`src/rtl/spi_wcol_pkg.sv`:
```
package spi_wcol_pkg;
  typedef enum logic [1:0] {
    WIN_SELECT = 2'd0,  // slave, phase 0: open while selected
    WIN_LOAD   = 2'd1,  // master, phase 0: open from load to last edge
    WIN_EDGE   = 2'd2   // phase 1: open from first edge to last edge
  } win_rule_e;

  function automatic win_rule_e pick_rule(input logic master, input logic cpha);
    if (cpha) return WIN_EDGE;
    if (master) return WIN_LOAD;
    return WIN_SELECT;
  endfunction
endpackage

```
`src/rtl/wcol_window.sv`:
```
module wcol_window
  import spi_wcol_pkg::*;
(
  input  logic clk_i,
  input  logic rst_ni,
  input  logic master_i,
  input  logic cpha_i,
  input  logic ss_ni,
  input  logic accept_i,
  input  logic first_edge_i,
  input  logic last_edge_i,
  output logic in_prog_o
);
  win_rule_e rule;
  logic      busy_q, busy_d, start;

  assign rule = pick_rule(master_i, cpha_i);

  always_comb begin
    start = 1'b0;
    unique case (rule)
      WIN_LOAD:   start = accept_i;
      WIN_EDGE:   start = first_edge_i;
      default:    start = 1'b0;
    endcase
  end

  always_comb begin
    busy_d = busy_q;
    if (last_edge_i)  busy_d = 1'b0;
    else if (start)   busy_d = 1'b1;
  end

  always_ff @(posedge clk_i or negedge rst_ni) begin
    if (!rst_ni) busy_q <= 1'b0;
    else         busy_q <= busy_d;
  end

  always_comb begin
    unique case (rule)
      WIN_SELECT: in_prog_o = ~ss_ni;
      WIN_EDGE:   in_prog_o = busy_q | first_edge_i;
      default:    in_prog_o = busy_q;
    endcase
  end

  AST_SLAVE_SEL_OPEN: assert property (@(posedge clk_i) disable iff (!rst_ni)
    (!master_i && !cpha_i && !ss_ni) |-> in_prog_o);
  AST_SLAVE_DESEL_SHUT: assert property (@(posedge clk_i) disable iff (!rst_ni)
    (!master_i && !cpha_i && ss_ni) |-> !in_prog_o);
  AST_LOAD_OPENS: assert property (@(posedge clk_i) disable iff (!rst_ni)
    (master_i && !cpha_i && accept_i && !last_edge_i) ##1 (master_i && !cpha_i) |-> in_prog_o);
  AST_FIRST_EDGE_OPEN: assert property (@(posedge clk_i) disable iff (!rst_ni)
    (cpha_i && first_edge_i) |-> in_prog_o);
endmodule

```
`src/rtl/wcol_capture.sv`:
```
module wcol_capture #(
  parameter int unsigned DATA_W = 8
) (
  input  logic              clk_i,
  input  logic              rst_ni,
  input  logic              wr_i,
  input  logic [DATA_W-1:0] data_i,
  input  logic              in_prog_i,
  output logic              accept_o,
  output logic              collide_o,
  output logic              load_o,
  output logic [DATA_W-1:0] tx_data_o,
  output logic [DATA_W-1:0] shadow_o
);
  logic              load_q;
  logic [DATA_W-1:0] tx_q, shadow_q;

  assign accept_o  = wr_i & ~in_prog_i;
  assign collide_o = wr_i &  in_prog_i;

  always_ff @(posedge clk_i or negedge rst_ni) begin
    if (!rst_ni) begin
      load_q   <= 1'b0;
      tx_q     <= '0;
      shadow_q <= '0;
    end else begin
      load_q <= accept_o;
      if (accept_o)  tx_q     <= data_i;
      if (collide_o) shadow_q <= data_i;
    end
  end

  assign load_o    = load_q;
  assign tx_data_o = tx_q;
  assign shadow_o  = shadow_q;

  AST_ACCEPT_LOADS: assert property (@(posedge clk_i) disable iff (!rst_ni)
    (wr_i && !in_prog_i) |=> (load_o && tx_data_o == $past(data_i)));
  AST_COLLIDE_NO_LOAD: assert property (@(posedge clk_i) disable iff (!rst_ni)
    (wr_i && in_prog_i) |=> (!load_o && $stable(tx_data_o)));
  AST_SHADOW_CAPTURE: assert property (@(posedge clk_i) disable iff (!rst_ni)
    (wr_i && in_prog_i) |=> (shadow_o == $past(data_i)));
  AST_SHADOW_HOLD: assert property (@(posedge clk_i) disable iff (!rst_ni)
    !(wr_i && in_prog_i) |=> $stable(shadow_o));
endmodule

```
`src/rtl/wcol_flag.sv`:
```
module wcol_flag (
  input  logic clk_i,
  input  logic rst_ni,
  input  logic collide_i,
  input  logic clr_i,
  output logic wcol_o
);
  logic wcol_q;

  // a set in the same cycle as a clear wins
  always_ff @(posedge clk_i or negedge rst_ni) begin
    if (!rst_ni)        wcol_q <= 1'b0;
    else if (collide_i) wcol_q <= 1'b1;
    else if (clr_i)     wcol_q <= 1'b0;
  end

  assign wcol_o = wcol_q;

  AST_WCOL_SET: assert property (@(posedge clk_i) disable iff (!rst_ni)
    collide_i |=> wcol_o);
  AST_WCOL_STICKY: assert property (@(posedge clk_i) disable iff (!rst_ni)
    (wcol_o && !clr_i) |=> wcol_o);
  AST_WCOL_CLEAR: assert property (@(posedge clk_i) disable iff (!rst_ni)
    (clr_i && !collide_i) |=> !wcol_o);
endmodule

```
`src/rtl/sdo_oe_ctl.sv`:
```
module sdo_oe_ctl (
  input  logic master_i,
  input  logic ss_ni,
  input  logic tx_en_i,
  output logic oe_o
);
  assign oe_o = master_i | (~ss_ni & tx_en_i);

  always_comb begin
    if (!master_i && (ss_ni || !tx_en_i))
      AST_SLAVE_OE_OFF: assert (!oe_o);
  end
endmodule

```
`src/rtl/spi_wcol_guard.sv`:
```
module spi_wcol_guard
  import spi_wcol_pkg::*;
#(
  parameter int unsigned DATA_W = 8
) (
  input  logic              clk_i,
  input  logic              rst_ni,
  input  logic              master_i,
  input  logic              cpha_i,
  input  logic              ss_ni,
  input  logic              tx_en_i,
  input  logic              wr_tx_i,
  input  logic [DATA_W-1:0] wr_data_i,
  input  logic              wcol_clr_i,
  input  logic              first_edge_i,
  input  logic              last_edge_i,
  output logic              load_o,
  output logic [DATA_W-1:0] tx_data_o,
  output logic              wcol_o,
  output logic [DATA_W-1:0] shadow_o,
  output logic              sdo_oe_o
);
  logic in_prog, accept, collide;

  wcol_window u_window (
    .clk_i        (clk_i),
    .rst_ni       (rst_ni),
    .master_i     (master_i),
    .cpha_i       (cpha_i),
    .ss_ni        (ss_ni),
    .accept_i     (accept),
    .first_edge_i (first_edge_i),
    .last_edge_i  (last_edge_i),
    .in_prog_o    (in_prog)
  );

  wcol_capture #(.DATA_W(DATA_W)) u_capture (
    .clk_i     (clk_i),
    .rst_ni    (rst_ni),
    .wr_i      (wr_tx_i),
    .data_i    (wr_data_i),
    .in_prog_i (in_prog),
    .accept_o  (accept),
    .collide_o (collide),
    .load_o    (load_o),
    .tx_data_o (tx_data_o),
    .shadow_o  (shadow_o)
  );

  wcol_flag u_flag (
    .clk_i     (clk_i),
    .rst_ni    (rst_ni),
    .collide_i (collide),
    .clr_i     (wcol_clr_i),
    .wcol_o    (wcol_o)
  );

  sdo_oe_ctl u_oe (
    .master_i (master_i),
    .ss_ni    (ss_ni),
    .tx_en_i  (tx_en_i),
    .oe_o     (sdo_oe_o)
  );

  AST_LOAD_NEEDS_WRITE: assert property (@(posedge clk_i) disable iff (!rst_ni)
    !wr_tx_i |=> !load_o);
endmodule

```
`config.mk`:
```
export PLATFORM = sky130hd
export DESIGN_NAME = spi_wcol_guard
export DESIGN_NICKNAME = d
export VERILOG_FILES = /design/src/rtl/spi_wcol_pkg.sv /design/src/rtl/wcol_window.sv /design/src/rtl/wcol_capture.sv /design/src/rtl/wcol_flag.sv /design/src/rtl/sdo_oe_ctl.sv /design/src/rtl/spi_wcol_guard.sv
export SDC_FILE = /design/constraint.sdc
export NUM_CORES = 1
export LEC_CHECK = 0
export ABC_AREA = 0
export BUFFER_PORTS_ARGS = -buffer_cell sky130_fd_sc_hd__buf_2
export CAP_MARGIN = 20
export CORE_ASPECT_RATIO = 1.1
export CORE_MARGIN = 2
export CORE_UTILIZATION = 45
export DETAILED_ROUTE_END_ITERATION = 8
export PLACE_DENSITY_LB_ADDON = 0.1
export SLEW_MARGIN = 20
export SYNTH_ARGS = -nofsm -noshare
export SYNTH_HDL_FRONTEND = slang
export SYNTH_SLANG_ARGS = --single-unit
```
`constraint.sdc`:
```
create_clock -name clk_i -period 2.1 [get_ports clk_i]
set_input_delay 0.105 -clock clk_i [delete_from_list [all_inputs] [get_ports clk_i]]
set_output_delay 0.105 -clock clk_i [all_outputs]
set_load 0.01 [all_outputs]
```
; Word-level counts from Yosys, hierarchy flattened
; Cells that the tools add are included.
[totals]
out_inout_bits = 19
reg_bits = 19
inputBits = 18
wordCells = 30
[classes]
muxes = 13
bitwise = 7
eq_ne = 2
n_reduce_logical = 3
[ops]
columns = operator, n
row1 = $mux W2, 4
row2 = $mux W1, 7
row3 = $pmux W1 S2, 2
row4 = $reduce_bool A2 Y1, 2
row5 = $and A1 B1 Y1, 3
row6 = $eq A2 B1 Y1 const B, 1
row7 = $eq A2 B2 Y1 const B, 1
row8 = $logic_not A2 Y1, 1
row9 = $not A1 Y1, 2
row10 = $or A1 B1 Y1, 2

; Depth between registers and ports, before layout
; Gate-level depths: netlist (run 1).
[logic_depth]
word_depth = 11
depth_mapped = 4
depth_no_buf = 4

; Hierarchy
; Synthesis (run 1) repeated with hierarchy kept, for this count alone.
[unflattened]
hier_cells = 50
hier_area_um2 = 788.3
[by_module_without_submodules]
columns = module, seq_area_each_um2, n_inst, cells_each, area_per_inst_um2
row1 = wcol_capture, 425.4, 1, 37, 670.6
row2 = wcol_window, 25.0, 1, 8, 70.1
row3 = wcol_flag, 25.0, 1, 3, 36.3
row4 = sdo_oe_ctl, 0.0, 1, 2, 11.3

; Least setup slack after synthesis (run 1)
; OpenSTA, ideal clock, no wires.
[synth_timing]
kind = flip-flop to flip-flop
startpoint = register u_window.busy_q
endpoint = register u_capture.shadow_q[0], in the netlist u_capture.shadow_o[0]
arrival_ns = 1.136
setup_time_ns = 0.125
path_buffers = 0
path_slack_ns = 0.839
required_time_ns = 1.975
synth_period_minus_slack_ns = 1.261
stages_incl_launch_ff = 4
path_cell_list = dfrtp_1 -> a21oi_2 -> nor3b_4 -> mux2_2
[synth_via]
elab_chain_len = 3
[synth_rtl]
columns = item, line
row1 = from (decl), wcol_window.sv:15  ; logic busy_q, busy_d, start;
row2 = from (signal assigned), wcol_window.sv:36  ; else busy_q <= busy_d;
row3 = $or A1 B1 Y1, wcol_window.sv:42  ; WIN_EDGE: in_prog_o = busy_q | first_edge_i;
row4 = $pmux W1 S2 *, wcol_window.sv:40  ; unique case (rule)
row5 = $and A1 B1 Y1 *, wcol_capture.sv:19  ; assign collide_o = wr_i & in_prog_i;
row6 = to (signal assigned), wcol_capture.sv:29  ; if (collide_o) shadow_q <= data_i;
row7 = to (decl), wcol_capture.sv:16  ; logic [DATA_W-1:0] tx_q, shadow_q;
; Mark *: on every way between the ends. The rest lies on a longest branch, timed or not.
; A chain may end at the register's enable or synchronous reset.

; Worst setup path in the final report (run 1)
; Same ends and word-level chain as after synthesis.

==> results.json, run 1 <==
{
  "status": "finished, final reports clean",
  "cp_num_buf_inv": 0,
  "crit_path_start_kind": "flip-flop",
  "fin_nets": 110,
  "crit_path_top_delay_cell": "nor3b_4",
  "leakagePower_nw": 0.550,
  "holdWs_ps": 51.5,
  "grt_pass1_wl_um": 2320,
  "via_per_inst": 4.99,
  "seq_area_frac_synth": 0.599,
  "tns_ps": 0,
  "cts_setup_buffers": 0,
  "wl_per_cell_um": 13.4,
  "syn_nets": 67,
  "place_congestion": 0.730,
  "io_buffers": 36,
  "nFillCells": 143,
  "syn2layout_area_growth_pct": 31.2,
  "overflow": 0,
  "max_stage_delay_ps": 460,
  "insertion_delay_ps": 290,
  "drt_iter0_drc": 7,
  "finClkSkew_ps": 1.15,
  "crit_arrival_ps": 1590,
  "critPathLaunch": "u_window.busy_q",
  "root_buffer": "clkbuf_4",
  "cts.clk_slew.worst_paths_ps": 100,
  "ys.warnings.count": 0,
  "die_area_um2": 2110,
  "route.detailed.drc": 0,
  "crit_path_max_fanout": 9,
  "hold_viol": 0,
  "die_x_um": 44.0,
  "tightest_slew_ps": 608,
  "worstPathRequired_ps": 2280,
  "wl_um": 1440,
  "rows": 15,
  "rsz0062_at_grt": "no",
  "hp-class": "in -> reg",
  "reg2reg_slack_ps": 700,
  "cts.sinks": 19,
  "start_util": 0.491,
  "relSlewSlack": 0.592,
  "drive_gt1_frac": 0.637,
  "cp_top_family": "simple AND/OR/NAND/NOR gates",
  "dr_total_vias": 539,
  "synth.distinct_cells": 12,
  "firstDrtPassIters": 4,
  "diodes": 0,
  "avgSynthCellArea_um2": 16.2,
  "drtAntennaViolNets": 0,
  "finalSetupViolations": 0,
  "cp-end-kind": "flip-flop",
  "maxCapViolations": 0,
  "ys_ff_latch": 19,
  "vdd_drop_max_v": 0.000476,
  "antenna_found_initial": 0,
  "grt_pass1_vias": 521,
  "finalCritPeriodShare": 0.668,
  "h-tree-depth": 1,
  "max_freq_ghz": 0.713,
  "cts_buffer_depth": 2,
  "min_from": "wr_data_i[1]",
  "final.min_clock_period_ps": 1400,
  "die_y_um": 48.0,
  "core-area_um2": 1610,
  "r2r-start": "u_window.busy_q",
  "synthCells": 49,
  "cts_tree": "yes",
  "slew_viol_final": 0,
  "numCtsBuffers": 3,
  "grtUsageTotal": 0.161,
  "cts_resized": 0,
  "synth_area_um2": 793,
  "cts_hold_buf": 2,
  "powerDensity_nw_per_um2": 858,
  "path_cells": "a21oi_2 > nor3b_4 > mux2_2",
  "io_pins": 37,
  "grt_start_max_net_pins": 20,
  "path_class": "reg -> reg"
}
[logic make-up after synthesis]
group           count (synthesis)  synth area share
mux                            16             0.265
compound gates                  6            0.0631
flops                          19             0.599
simple gates                    5            0.0584
buf+inv                         3            0.0142
[path summary, 6_finish.rpt]
kind / end / cells past startpoint
min reg2reg: u_flag.wcol_o / 1
min in group asynchronous: u_capture.tx_data_o[2] / 2
max reg2reg: u_capture.shadow_o[0] / 3
min: u_capture.tx_data_o[1] / 2
max in group asynchronous: u_window.busy_q / 2
max: u_capture.shadow_o[0] / 3
[Yosys cell counts (all sizes together)]
library cell  count  area share
a21o              2       0.019
a21oi             3       0.024
dfrtp            19        0.60
inv               3       0.014
mux2             16        0.26
nand3b            1      0.0095
nor3              1      0.0063
nor3b             1       0.024
o21ai             1       0.021
or2b              2       0.019
[layer usage]
metal | track usage | up-vias | part of all wire
met4 | 0.0909 | 0 | 0.025
met2 | 0.259 | 27 | 0.45
met5 | 0 | - | 0
met3 | 0.0377 | 4 | 0.076
li1 | - | 254 | -
met1 | 0.203 | 254 | 0.45
[cell usage in the layout (no fill, tap or decap), types with 2 or more instances in the layout]
cell / Yosys / layout
buf_2: 0 / 36
dfrtp_1: 19 / 19
mux2_2: 8 / 8
mux2_4: 8 / 8
inv_1: 3 / 3
clkbuf_4: 0 / 3
or2b_1: 2 / 2
a21o_1: 2 / 2
a21oi_1: 2 / 2
dlygate4sd3_1: 0 / 2
[stage by stage]
step / utilization / power [W] / instances / instance area (um2) / worst slack, ps
2_1_floorplan: - / 0.000614 / 49 / 793 / 839
3_3_place_gp: 0.616 / 0.000718 / 102 / 995 / 607
3_5_place_dp: 0.616 / 0.000723 / 102 / 995 / 610
4_1_cts: 0.645 / 0.000906 / 108 / 1040 / 667
5_1_grt: 0.645 / 0.000952 / 108 / 1040 / 616
6_report: 0.645 / 0.000893 / 108 / 1040 / 697
[flip-flops by register name (all words and copies together), names as in the netlist]
| register | count |
|---|---|
| u_capture.load_o | 1 |
| u_capture.tx_data_o | 8 |
| u_window.busy_q | 1 |
| u_capture.shadow_o | 8 |
| u_flag.wcol_o | 1 |
[final cells by class]
type	instances	area, um2	area share
Clock buffer	4	26.3	0.0252
Timing Repair Buffer	38	200	0.192
Inverter	3	11.3	0.0108
Sequential cell	19	475	0.457
Multi-Input combinational cell	27	307	0.294
Tap cell	17	21.3	0.0204
[power breakdown]
group          switching [W]  internal [W]
Sequential         0.0000338      0.000433
Combinational       0.000107      0.000141
Clock               0.000105     0.0000739
No activity file was read; power rests on OpenSTA's default activity.
==> run 2: changes to the inputs <==
--- a/config.mk
+++ b/config.mk
@@ -10,7 +10,7 @@
 export CAP_MARGIN = 20
 export CORE_ASPECT_RATIO = 1.1
 export CORE_MARGIN = 2
-export CORE_UTILIZATION = 45
+export CORE_UTILIZATION = 44
 export DETAILED_ROUTE_END_ITERATION = 8
 export PLACE_DENSITY_LB_ADDON = 0.1
 export SLEW_MARGIN = 20
==> constraint.sdc (replaced) <==
create_clock -name clk_i -period 1.3 [get_ports clk_i]
set_input_delay 0.065 -clock clk_i [delete_from_list [all_inputs] [get_ports clk_i]]
set_output_delay 0.065 -clock clk_i [all_outputs]
set_load 0.01 [all_outputs]
==> results.json, run 2 (synthesis results as in run 1) <==
{
  "crit_path_top_delay_cell": "dfrtp_1",
  "overflow": 0,
  "nFillCells": 147,
  "finClkSkew_ps": 4.34,
  "holdWs_ps": 13.5,
  "max_stage_delay_ps": 410,
  "die_x_um": 44.5,
  "status": "finished, final reports clean",
  "comb_power_share": 0.293,
  "h-tree-depth": 1,
  "final.min_clock_period_ps": 1270,
  "grt_pass1_wl_um": 2390,
  "drt_iter0_drc": 5,
  "antenna_found_initial": 0,
  "hold_viol": 0,
  "io_pins": 37,
  "firstDrtPassIters": 3,
  "die_y_um": 48.5,
  "crit_path_max_fanout": 9,
  "fin_nets": 116,
  "finalSetupViolations": 0,
  "cp_top_family": "flip-flops",
  "wl_um": 1390,
  "final_core_util": 0.648,
  "cts.clk_slew.worst_paths_ps": 110,
  "cp-endpoint": "u_capture.shadow_o[2]",
  "drive_gt1_frac": 0.639,
  "dr_total_vias": 562,
  "grtUsageTotal": 0.149,
  "root_buffer": "clkbuf_4",
  "tightest_slew_ps": 421,
  "via_per_inst": 4.89,
  "critPathLaunch": "u_window.busy_q",
  "hp-class": "in -> reg",
  "reg2reg_depth": 4,
  "cts_tree": "yes",
  "vdd_drop_max_v": 0.000796,
  "rsz0062_at_grt": "yes",
  "worstPathRequired_ps": 1490,
  "start_util": 0.455,
  "insertion_delay_ps": 290,
  "multiInputGateArea_um2": 314,
  "relSlewSlack": 0.719,
  "p_seq_frac": 0.510,
  "numCtsBuffers": 3,
  "final_cell_mix": "buf_2 (36), dfrtp_1 (19), mux2_2 (8), mux2_4 (8), dlygate4sd3_1 (5)",
  "clkPwrFrac": 0.197,
  "place_congestion": 0.684,
  "rows": 16,
  "r2r_end": "u_capture.shadow_o[2]",
  "drtAntennaViolNets": 0,
  "cts_buffer_depth": 2,
  "leakagePower_nw": 0.590,
  "layout_commonest_cell": "buf_2",
  "netSwitchingPower_w": 0.000407,
  "core-area_um2": 1740,
  "internal_power_w": 0.00107,
  "slew_viol_final": 0,
  "crit_arrival_ps": 1460,
  "syn2layout_area_growth_pct": 42.3,
  "dp_hpwl_um": 1000,
  "grt_start_max_net_pins": 20,
  "cp_num_buf_inv": 1,
  "crit_cells": 4,
  "grt_pass1_vias": 557,
  "path_class": "reg -> reg",
  "switching_share": 0.276,
  "die_area_um2": 2160,
  "r2r-start": "u_window.busy_q",
  "maxCapViolations": 0,
  "powerDensity_nw_per_um2": 1310,
  "reg2reg_slack_ps": 30,
  "cp-end-kind": "flip-flop",
  "max_freq_ghz": 0.787,
  "cts.sinks": 19,
  "diodes": 0,
  "crit_path_start_kind": "flip-flop",
  "wl_per_cell_um": 12.1,
  "finalCritPeriodShare": 0.977,
  "io_buffers": 36,
  "regArea_um2": 475,
  "path_cells": "a21oi_4 > nor3b_4 > buf_12 > mux2_2",
  "route.detailed.drc": 0
}
==> run 2: cell type report <==
cell class | instances | share of cell area
Clock buffer | 3 | 0.0200
Timing Repair Buffer | 44 | 0.246
Clock inverter | 1 | 0.00443
Sequential cell | 19 | 0.421
Multi-Input combinational cell | 27 | 0.278
Tap cell | 18 | 0.0200
Inverter | 3 | 0.00998
==> run 2: timing repair <==
item / CTS / global route
setup buffers: 1 / 1
endpoints found under the setup margin: 14 / 10
hold buffers: 4 / 1
hold endpoints to repair: 22 / 1
pin swaps: 2 / 1
gates resized for setup: 0 / 1
==> run 2: how the worst min path moves through the flow <==
stage / from / endpoint / slack (ps) / depth (start not counted)
finish: wr_data_i[7] / u_capture.tx_data_o[7] / 10 / 2
global route: wr_data_i[7] / u_capture.tx_data_o[7] / 8 / 2
floorplan: rst_ni / u_capture.load_o / -230 / 0
CTS: wr_data_i[1] / u_capture.tx_data_o[1] / 4 / 2
global placement: rst_ni / u_capture.tx_data_o[0] / 30 / 1
detailed placement: rst_ni / u_capture.tx_data_o[0] / 20 / 1
==> run 2: metrics by stage <==
step	cell area, um2	worst slack (ps)	cells	setup TNS (ps)	power, W
final	1130	29.9	115	0	0.00147
after global placement	1000	-77.7	104	-678	0.00116
after detailed placement	1000	-111	104	-1040	0.00116
after global routing	1130	-14.2	115	-51.1	0.00157
after floorplan	793	39.2	49	0	0.000991
after CTS	1090	11.5	113	0	0.00148
==> run 2: power by group through the flow <==
| stage | logic [W] | clock network [W] | registers [W] |
|---|---|---|---|
| floorplan | 0.000174 | 0 | 0.000817 |
| global placement | 0.000396 | 0 | 0.000763 |
| detailed placement | 0.000401 | 0 | 0.000764 |
| CTS | 0.000422 | 0.000305 | 0.000754 |
| global route | 0.000471 | 0.000327 | 0.000769 |
| finish | 0.000432 | 0.000291 | 0.000752 |
==> run 2: layer usage <==
metal  part of all wire  vias to the layer above  track usage
met5                  0                        -            0
met4              0.011                        0       0.0758
met3              0.073                        2       0.0336
met2               0.48                       27        0.227
met1               0.44                      268        0.195
li1                   -                      265            -
